==> config.mk <==
export PLATFORM = sky130hd
export DESIGN_NAME = nine_bit_spi_writer
export DESIGN_NICKNAME = d
export VERILOG_FILES = /design/src/rtl/nbw_pkg.sv /design/src/rtl/nbw_phase_timer.sv /design/src/rtl/nbw_shifter.sv /design/src/rtl/nine_bit_spi_writer.sv
export SDC_FILE = /design/constraint.sdc
export NUM_CORES = 1
export LEC_CHECK = 0
export BUFFER_PORTS_ARGS = -buffer_cell sky130_fd_sc_hd__buf_2
export CORE_ASPECT_RATIO = 1.4
export CORE_MARGIN = 10
export CORE_UTILIZATION = 55
export DETAILED_ROUTE_END_ITERATION = 8
export GPL_ROUTABILITY_DRIVEN = 0
export PLACE_DENSITY = 0.77
export SYNTH_ARGS = -nofsm -noshare
export SYNTH_HDL_FRONTEND = slang
export SYNTH_SLANG_ARGS = --single-unit
==> constraint.sdc <==
create_clock -name clk -period 3.25 [get_ports clk]
set_input_delay 0.1625 -clock clk [delete_from_list [all_inputs] [get_ports clk]]
set_output_delay 0.1625 -clock clk [all_outputs]
set_load 0.02 [all_outputs]
==> src/rtl/nbw_pkg.sv <==
package nbw_pkg;

    localparam int WORD_W    = 9;
    localparam int MAX_WORDS = 3;
    localparam int FRAME_W   = WORD_W * MAX_WORDS;
    localparam int BITCNT_W  = $clog2(FRAME_W + 1);

    typedef enum logic [2:0] {
        ST_IDLE,
        ST_LEAD,
        ST_LOW,
        ST_HIGH,
        ST_GUARD,
        ST_FINISH
    } nbw_state_t;

    // Left-justified frame: flag bit ahead of each byte, unused words zero.
    function automatic logic [FRAME_W-1:0] pack_frame(
        input logic [7:0]  cmd,
        input logic [1:0]  nparam,
        input logic [15:0] param
    );
        logic [FRAME_W-1:0] f;
        if (nparam == 2'd0)
            f = {1'b0, cmd, {(2*WORD_W){1'b0}}};
        else if (nparam == 2'd1)
            f = {1'b0, cmd, 1'b1, param[7:0], {WORD_W{1'b0}}};
        else
            f = {1'b0, cmd, 1'b1, param[15:8], 1'b1, param[7:0]};
        return f;
    endfunction

    function automatic logic [BITCNT_W-1:0] frame_bits(input logic [1:0] nparam);
        logic [BITCNT_W-1:0] n;
        if (nparam == 2'd0)
            n = BITCNT_W'(WORD_W);
        else if (nparam == 2'd1)
            n = BITCNT_W'(2 * WORD_W);
        else
            n = BITCNT_W'(3 * WORD_W);
        return n;
    endfunction

endpackage

==> src/rtl/nbw_phase_timer.sv <==
module nbw_phase_timer #(
    parameter int CNT_W = 9
) (
    input  logic             clk,
    input  logic             rst_n,
    input  logic             load,
    input  logic [CNT_W-1:0] load_val,
    output logic             expired
);

    logic [CNT_W-1:0] cnt;

    always_ff @(posedge clk or negedge rst_n) begin
        if (!rst_n)
            cnt <= '0;
        else if (load)
            cnt <= load_val;
        else if (cnt != '0)
            cnt <= cnt - CNT_W'(1);
    end

    assign expired = (cnt == '0);

endmodule

==> src/rtl/nbw_shifter.sv <==
module nbw_shifter
    import nbw_pkg::*;
(
    input  logic                clk,
    input  logic                rst_n,
    input  logic                load,
    input  logic [FRAME_W-1:0]  frame,
    input  logic [BITCNT_W-1:0] nbits,
    input  logic                shift,
    output logic                bit_out,
    output logic                last_bit
);

    logic [FRAME_W-1:0]  sr;
    logic [BITCNT_W-1:0] left;

    always_ff @(posedge clk or negedge rst_n) begin
        if (!rst_n) begin
            sr   <= '0;
            left <= '0;
        end else if (load) begin
            sr   <= frame;
            left <= nbits;
        end else if (shift) begin
            sr   <= {sr[FRAME_W-2:0], 1'b0};
            left <= left - BITCNT_W'(1);
        end
    end

    assign bit_out  = sr[FRAME_W-1];
    assign last_bit = (left == BITCNT_W'(1));

endmodule

==> src/rtl/nine_bit_spi_writer.sv <==
module nine_bit_spi_writer
    import nbw_pkg::*;
#(
    parameter int DIV_W = 8
) (
    input  logic             clk,
    input  logic             rst_n,
    input  logic             req_valid,
    input  logic [7:0]       req_cmd,
    input  logic [1:0]       req_nparam,
    input  logic [15:0]      req_param,
    input  logic [DIV_W-1:0] div_half,
    output logic             busy,
    output logic             done,
    output logic             spi_cs_n,
    output logic             spi_sclk,
    output logic             spi_mosi
);

    localparam int CNT_W = DIV_W + 1;

    nbw_state_t state, state_nx;

    logic [DIV_W-1:0] half_eff;
    logic [DIV_W-1:0] half_q;
    logic [CNT_W-1:0] half_m1_now;
    logic [CNT_W-1:0] half_m1;
    logic [CNT_W-1:0] full_m1;

    logic             tmr_load;
    logic [CNT_W-1:0] tmr_val;
    logic             tmr_done;
    logic             sh_load;
    logic             sh_shift;
    logic             sh_bit;
    logic             sh_last;

    assign half_eff    = (div_half == '0) ? DIV_W'(1) : div_half;
    assign half_m1_now = CNT_W'(half_eff) - CNT_W'(1);
    assign half_m1     = CNT_W'(half_q) - CNT_W'(1);
    assign full_m1     = {half_q, 1'b0} - CNT_W'(1);

    nbw_phase_timer #(.CNT_W(CNT_W)) u_timer (
        .clk      (clk),
        .rst_n    (rst_n),
        .load     (tmr_load),
        .load_val (tmr_val),
        .expired  (tmr_done)
    );

    nbw_shifter u_shift (
        .clk      (clk),
        .rst_n    (rst_n),
        .load     (sh_load),
        .frame    (pack_frame(req_cmd, req_nparam, req_param)),
        .nbits    (frame_bits(req_nparam)),
        .shift    (sh_shift),
        .bit_out  (sh_bit),
        .last_bit (sh_last)
    );

    // State register and the latched rate
    always_ff @(posedge clk or negedge rst_n) begin
        if (!rst_n) begin
            state  <= ST_IDLE;
            half_q <= DIV_W'(1);
        end else begin
            state <= state_nx;
            if (sh_load)
                half_q <= half_eff;
        end
    end

    // Transitions and datapath control
    always_comb begin
        state_nx = state;
        tmr_load = 1'b0;
        tmr_val  = half_m1;
        sh_load  = 1'b0;
        sh_shift = 1'b0;
        unique case (state)
            ST_IDLE: begin
                if (req_valid) begin
                    state_nx = ST_LEAD;
                    tmr_load = 1'b1;
                    tmr_val  = half_m1_now;
                    sh_load  = 1'b1;
                end
            end
            ST_LEAD: begin
                if (tmr_done) begin
                    state_nx = ST_LOW;
                    tmr_load = 1'b1;
                end
            end
            ST_LOW: begin
                if (tmr_done) begin
                    state_nx = ST_HIGH;
                    tmr_load = 1'b1;
                end
            end
            ST_HIGH: begin
                if (tmr_done) begin
                    tmr_load = 1'b1;
                    if (sh_last) begin
                        state_nx = ST_GUARD;
                        tmr_val  = full_m1;
                    end else begin
                        state_nx = ST_LOW;
                        sh_shift = 1'b1;
                    end
                end
            end
            ST_GUARD: begin
                if (tmr_done)
                    state_nx = ST_FINISH;
            end
            ST_FINISH: state_nx = ST_IDLE;
            default:   state_nx = ST_IDLE;
        endcase
    end

    // Outputs
    always_comb begin
        logic framing;
        framing  = (state == ST_LEAD) || (state == ST_LOW) || (state == ST_HIGH);
        spi_cs_n = !framing;
        spi_sclk = (state != ST_LOW);
        spi_mosi = framing ? sh_bit : 1'b0;
        busy     = (state != ST_IDLE);
        done     = (state == ST_FINISH);
    end

endmodule

==> results.py, run 1 <==
metrics = {
    "status": {
        "status": "completed",
    },
    "sta": {
        "fin_setup_tns_ns": 0,
        "setup_viol": 0,
        "maxSlewViolCount": 0,
        "max_freq_ghz": 0.3429,
        "period_needed_ns": 2.916,
        "skew_ns": 0.005668,
        "rsz0062_at_grt": "no",
        "worst_pin_slew_ns": 0.6740,
        "finalHoldViolCount": 0,
        "fin_crit_sh": 0.8972,
        "hold_slack_ns": 0.1097,
        "relSlewSlack": 0.5465,
    },
    "yosys": {
        "post_synth.cell_area_avg_sq_um": 9.030,
        "synthTopCellsByArea": "dfrtp_1, mux2i_1, nand2_1",
        "syn_nets": 374,
        "synth_edf_count": 0,
        "syn_area_sq_mm": 0.002998,
        "syn_inst": 332,
        "post_synth_num_cell_types": 51,
        "ys_seq_area_frac": 0.4345,
        "synth_top_area_cell": "dfrtp_1",
        "ys_warn_count": 0,
        "synth_top_area_frac": 0.4257,
        "ys_async_sr_fraction": 1.000,
        "synth.ff_latch_count": 52,
        "synthFlopType": "dfrtp_1",
    },
    "final_layout": {
        "num-nets-final": 411,
        "instances_no_fill": 435,
        "finalInstanceArea_sq_mm": 0.003391,
        "n_antenna_cell": 0,
        "finalCoreUtilization": 0.6476,
        "syn_to_final_growth_pct": 13.11,
        "drive_above_1_share": 0.1734,
    },
    "clock_tree": {
        "clkTransAtPathRegs_ns": 0.09,
        "clock_path_buffers": 2,
        "cts_setup_buffers": 0,
        "clock_sinks": 52,
        "numCtsBuffers": 5,
        "cts-resized-gates": 0,
        "h-tree-depth": 2,
        "root_buffer": "clkbuf_8",
        "holdBufCountCts": 1,
        "cts_tree": "built",
        "clk_latency_ns": 0.30,
    },
    "power": {
        "ir_drop_uv": 432.0,
        "power_density_mw_per_mm2": 778.2,
        "p_sw_frac": 0.3575,
        "p_leak_nw": 1.580,
        "combPwrFrac": 0.334,
        "power_frac_clock": 0.195,
        "power.switching_w": 0.0009434,
        "power_frac_seq": 0.471,
        "p_int_w": 0.001695,
    },
    "setup_path": {
        "worstPathCellList": "inv_1, ha_1, or4b_4, or4_2, buf_4, mux2i_1, o21ai_0",
        "path_class": "register to register",
        "cp.arrival_ns": 3.09,
        "slowest_stage": "or4_2",
        "cp_top_family": "simple AND/OR/NAND/NOR gates",
        "cp.required_ns": 3.43,
        "crit_path_end_kind": "register",
        "startpoint_type": "register",
        "crit_path_max_incr_delay_ns": 0.96,
        "critPathBufInv": 2,
        "crit_fanout": 20,
        "rrSetupSlack_ns": 0.33,
    },
    "routing": {
        "drc": 0,
        "totalWireLength_microns": 6847,
        "via_count": 2558,
        "vias_per_cell": 5.880,
        "wl_per_cell_microns": 15.74,
        "drtAntennaViolNets": 0,
        "drtPass1Iterations": 4,
        "drtIter0Drc": 126,
    },
    "global_routing": {
        "grt_pass1_wl_microns": 11780,
        "grt_max_degree": 40,
        "antenna_found_initial": 0,
        "grt_pass1_vias": 2617,
        "grt_overflow": 0,
        "grtUsageTotal": 0.1618,
    },
    "floorplanning": {
        "coreArea_sq_mm": 0.005236,
        "initial_core_util": 0.5725,
        "ioPinCount": 42,
        "fp.dieH_microns": 107.4,
        "die-area_sq_mm": 0.008846,
        "die_w_microns": 82.40,
        "rows": 31,
    },
    "placement": {
        "dp_hpwl_microns": 5105,
        "post_dp_cell_area_sq_mm": 0.003252,
        "place_inst": 427,
        "portBuffers": 41,
    },
    "worst_hold_path": {
        "min_path_type": "input pin to register",
    },
    "job": {
        "maxCapViolations": 0,
    },
}
[area by class of cell]
class / count / area (sq um)
Fill cell: 462 / 1846
Multi-Input combinational cell: 248 / 1553
Sequential cell: 52 / 1303
Timing Repair Buffer: 51 / 282.8
Tap cell: 66 / 82.58
Clock buffer: 5 / 68.82
Clock inverter: 2 / 60.06
Inverter: 11 / 41.29
[cell families after synthesis]
kind of cell	share of synthesized area
and+or+nand+nor	0.2120
AOI/OAI and AO/OA	0.1832
muxes	0.06344
buffers and inverters	0.04799
DFF	0.4345
adders and majority gates	0.02087
xor gates and xnor gates	0.03798
[metal layers]
metal,up-vias,global-route usage,part of all wire
met4,0,0.06098,0.023
met2,58,0.2826,0.52
met3,15,0.03428,0.048
met5,-,0,0
met1,1202,0.1842,0.41
li1,1283,-,-
[power groups by stage]
stage	Clock [W]	Sequential (W)	Combinational, W
detailed placement	0	0.00125	0.000884
finish	0.000515	0.00124	0.000882
floorplan	0	0.00116	0.000715
global route	0.000550	0.00129	0.00101
CTS	0.000527	0.00124	0.000891
global placement	0	0.00123	0.000855
[synth_stat cells, types with 2 or more instances]
master / number
a211o_1: 2
a211oi_1: 2
a21oi_1: 20
a221oi_1: 8
a31oi_1: 4
and2_1: 2
buf_1: 4
buf_6: 3
clkbuf_1: 13
dfrtp_1: 51
ha_1: 5
inv_1: 11
mux2i_1: 19
nand2_1: 36
nand3_1: 12
nor2_1: 36
nor3_1: 9
nor3b_1: 3
nor4_1: 7
nor4b_1: 2
o21a_1: 3
o21ai_0: 20
o221ai_1: 3
o22ai_1: 13
o32a_1: 3
or4_1: 5
xnor2_1: 9
xor2_1: 4
[flip-flops by register name (all words and copies together) (netlist names)]
name          flops
u_timer.cnt       9
u_shift.left      5
state             3
u_shift.sr       27
half_q            8
[through the flow]
step           setup slack, ns  total power (W)
2_1_floorplan           0.8645         0.001877
3_3_place_gp            0.4067         0.002090
3_5_place_dp            0.3330         0.002132
4_1_cts                 0.3239         0.002654
5_1_grt                 0.1693         0.002845
6_report                0.3340         0.002639
[placed cells by master, fill, tap and decap left out, types with 4 or more instances in the layout]
cell      instances
clkbuf_8          5
ha_1              5
xnor2_1           9
buf_2            41
a31oi_1           4
or4_1             4
inv_1            11
a221oi_1          8
buf_4             9
nor3_1            9
o21ai_0          20
nand2_1          36
mux2i_1          19
nand3_1          12
nor4_1            7
xor2_1            4
nor2_1           36
dfrtp_1          51
a21oi_1          20
o22ai_1          13
[worst reg2reg max path, cell delays in order (launching register included)]
cell     delay (ns)
dfrtp_1        0.43
inv_1          0.07
ha_1           0.20
or4b_4         0.52
or4_2          0.96
buf_4          0.34
mux2i_1        0.18
o21ai_0        0.09
[final timing paths]
kind                           startpoint        endpoint  cells after the start
setup reg to reg           u_timer.cnt[0]   u_shift.sr[6]                      7
min in group asynchronous           rst_n        state[1]                      2
setup / recovery           u_timer.cnt[0]   u_shift.sr[6]                      7
hold reg to reg            u_shift.sr[20]  u_shift.sr[20]                      2
hold / removal               req_param[7]   u_shift.sr[7]                      3
max in group asynchronous           rst_n   u_shift.sr[5]                      3
(Power assumes the default switching activity.)
==> run 2, diff against run 1 <==
Settings changed: ABC_AREA set to 1, PLACE_DENSITY 0.77 to 0.76.
==> run 2 against run 1 <==
Effect of this change: cell count rose by 30%; worst hold slack improved by 0.0097 ns; non-clock buffer count fell by 6; synthesized cell count rose by 39%; first-iteration DRC count rose by 27%; critical path type unchanged; largest power group is now combinational logic; highest routed layer unchanged.
==> results.py, run 2 <==
metrics = {
    "floorplanning": {
        "coreArea_sq_mm": 0.005822,
        "rows": 33,
        "die-area_sq_mm": 0.009435,
        "die_w_microns": 85,
        "fp.dieH_microns": 111.0,
        "ioPinCount": 42,
        "initial_core_util": 0.5588,
    },
    "global_routing": {
        "grt_pass1_wl_microns": 12730,
        "grt_max_degree": 55,
        "use_met1": 0.1848,
        "grt_util_met2": 0.2680,
        "grt_overflow": 0,
        "grtUsageTotal": 0.1565,
        "grt_pass1_vias": 2927,
        "top_usage_layer": "met2",
        "antenna_found_initial": 0,
        "global_route.usage.met3": 0.03088,
    },
    "yosys": {
        "post_synth.cell_area_avg_sq_um": 7.057,
        "syn_inst": 461,
        "ys_warn_count": 0,
        "synthFlopType": "dfrtp_1",
        "ys_seq_area_frac": 0.4004,
        "post_synth_num_cell_types": 33,
        "synth_top_area_frac": 0.3923,
        "syn_area_sq_mm": 0.003253,
        "synth_edf_count": 0,
        "synth_top_area_cell": "dfrtp_1",
        "synth.ff_latch_count": 52,
        "syn_nets": 503,
        "synth_common_cells": "nand2_1, inv_1, nand3_1",
        "synth.most_common_cell": "nand2_1",
        "synthTopCellsByArea": "dfrtp_1, nand2_1, nand3_1",
        "ys_async_sr_fraction": 1.000,
    },
    "setup_path": {
        "critPathBufInv": 3,
        "critPathLaunch": "u_timer.cnt[0]",
        "crit_end": "u_shift.sr[20]",
        "cp.arrival_ns": 2.76,
        "cp.required_ns": 3.48,
        "startpoint_type": "register",
        "crit_fanout": 33,
        "cp_num_cells": 11,
        "worstPathCellList": "inv_1, ha_1, nand2_1, inv_1, nand2_1, nor2_1, nand3_1, nand2_2, buf_4, nor2_1, nor3_1",
        "ff2ff_path_depth": 11,
        "crit_path_max_incr_delay_ns": 0.41,
        "worstReg2RegStart": "u_timer.cnt[0]",
        "slowest_stage": "dfrtp_1",
        "rr_endpoint": "u_shift.sr[20]",
        "path_class": "register to register",
        "rrSetupSlack_ns": 0.72,
        "cp_top_family": "simple AND/OR/NAND/NOR gates",
        "crit_path_end_kind": "register",
    },
    "placement": {
        "portBuffers": 41,
        "place_inst": 557,
        "dp_hpwl_microns": 5526,
    },
    "clock_tree": {
        "clk_latency_ns": 0.31,
        "clock_sinks": 52,
        "cts_tree": "built",
        "numCtsBuffers": 5,
        "cts-resized-gates": 0,
        "holdBufCountCts": 1,
        "cts_setup_buffers": 0,
        "clkTransAtPathRegs_ns": 0.10,
        "h-tree-depth": 2,
        "clock_path_buffers": 2,
        "root_buffer": "clkbuf_8",
    },
    "power": {
        "power_frac_seq": 0.373,
        "combPwrFrac": 0.469,
        "power_frac_clock": 0.158,
        "p_int_w": 0.001693,
        "ir_drop_uv": 414.4,
        "power_density_mw_per_mm2": 835.2,
        "p_sw_frac": 0.4357,
        "p_leak_nw": 1.787,
        "power.switching_w": 0.001307,
    },
    "sta": {
        "relSlewSlack": 0.5367,
        "hold_slack_ns": 0.1194,
        "rsz0062_at_grt": "no",
        "fin_setup_tns_ns": 0,
        "finalHoldViolCount": 0,
        "fin_crit_sh": 0.7787,
        "worst_pin_slew_ns": 0.6949,
        "maxSlewViolCount": 0,
        "skew_ns": 0.01013,
        "period_needed_ns": 2.531,
        "setup_viol": 0,
        "max_freq_ghz": 0.3952,
    },
    "routing": {
        "via_count": 3079,
        "vias_per_cell": 5.440,
        "wl_per_cell_microns": 13.04,
        "totalWireLength_microns": 7382,
        "drtAntennaViolNets": 0,
        "drc": 0,
        "drtIter0Drc": 160,
        "drtPass1Iterations": 4,
    },
    "final_layout": {
        "multi_input_area_sq_mm": 0.001577,
        "final_common_cell": "nand2_1",
        "finalCoreUtilization": 0.6168,
        "fillCellCount": 548,
        "drive_above_1_share": 0.1310,
        "num-nets-final": 537,
        "instances_no_fill": 566,
        "top_register": "u_shift.sr",
        "regArea_sq_mm": 0.001303,
        "top_regs": "u_shift.sr (27), u_timer.cnt (9), half_q (8)",
        "largest_register_ffs": 27,
        "final_cell_mix": "nand2_1, inv_1, nand3_1, nor2_1, dfrtp_1",
        "syn_to_final_growth_pct": 10.38,
        "n_antenna_cell": 0,
    },
    "worst_hold_path": {
        "min_path_type": "input pin to register",
    },
    "status": {
        "status": "completed",
    },
    "job": {
        "maxCapViolations": 0,
    },
}
==> run 2: layout make-up <==
type / count / share of cell area
multi-input cells: 321 / 0.4390
clock inverters: 2 / 0.01080
well taps: 70 / 0.02439
repair buffers: 45 / 0.06620
flip-flops and latches: 52 / 0.3627
clock buffers: 6 / 0.02300
inverters: 70 / 0.07387
==> run 2: through the flow <==
step	total power [W]	setup WS [ns]	cell area [sq um]
after floorplan	0.002248	1.605	3253
after global placement	0.002496	0.8666	3460
after detailed placement	0.002537	0.7538	3460
after CTS	0.003017	0.7259	3591
after global routing	0.003299	0.4504	3591
final	0.002999	0.7193	3591
==> run 2: worst min path at each step <==
| stage | from | to | slack, ns | cells after the start |
|---|---|---|---|---|
| 2_1_floorplan | rst_n | half_q[1] | -0.13 | 0 |
| 3_3_place_gp | rst_n | state[0] | 0.25 | 1 |
| 3_5_place_dp | rst_n | state[0] | 0.24 | 1 |
| 4_1_cts | req_cmd[0] | u_shift.sr[18] | 0.11 | 3 |
| 5_1_grt | req_param[0] | u_shift.sr[0] | 0.14 | 3 |
| 6_report | req_cmd[0] | u_shift.sr[18] | 0.12 | 3 |
==> run 2: worst reg2reg max path, delay by kind of cell, from the launching register on <==
kind / cells / cell delay (ns)
and+or+nand+nor: 7 / 1.26
buffers and inverters: 3 / 0.56
DFF: 1 / 0.41
adders and majority gates: 1 / 0.22
==> run 2: logic make-up after synthesis <==
| family | Yosys count | share of synthesized area |
|---|---|---|
| simple gates | 227 | 0.3023 |
| flops | 52 | 0.4004 |
| buf+inv | 88 | 0.1150 |
| compound gates | 80 | 0.1389 |
| xor+xnor | 9 | 0.02423 |
| fa+ha+maj | 5 | 0.01923 |
==> run 2: layer usage <==
layer,routed length [microns],up-vias
met5,0,-
met4,157,0
met3,333,11
met2,3654,65
met1,3238,1449
li1,-,1554
==> run 2: power groups by stage <==
stage	Combinational, W	Clock, W	Sequential (W)
global route	0.00163	0.000505	0.00116
detailed placement	0.00140	0	0.00113
floorplan	0.00116	0	0.00109
global placement	0.00137	0	0.00112
CTS	0.00142	0.000483	0.00112
finish	0.00141	0.000474	0.00112
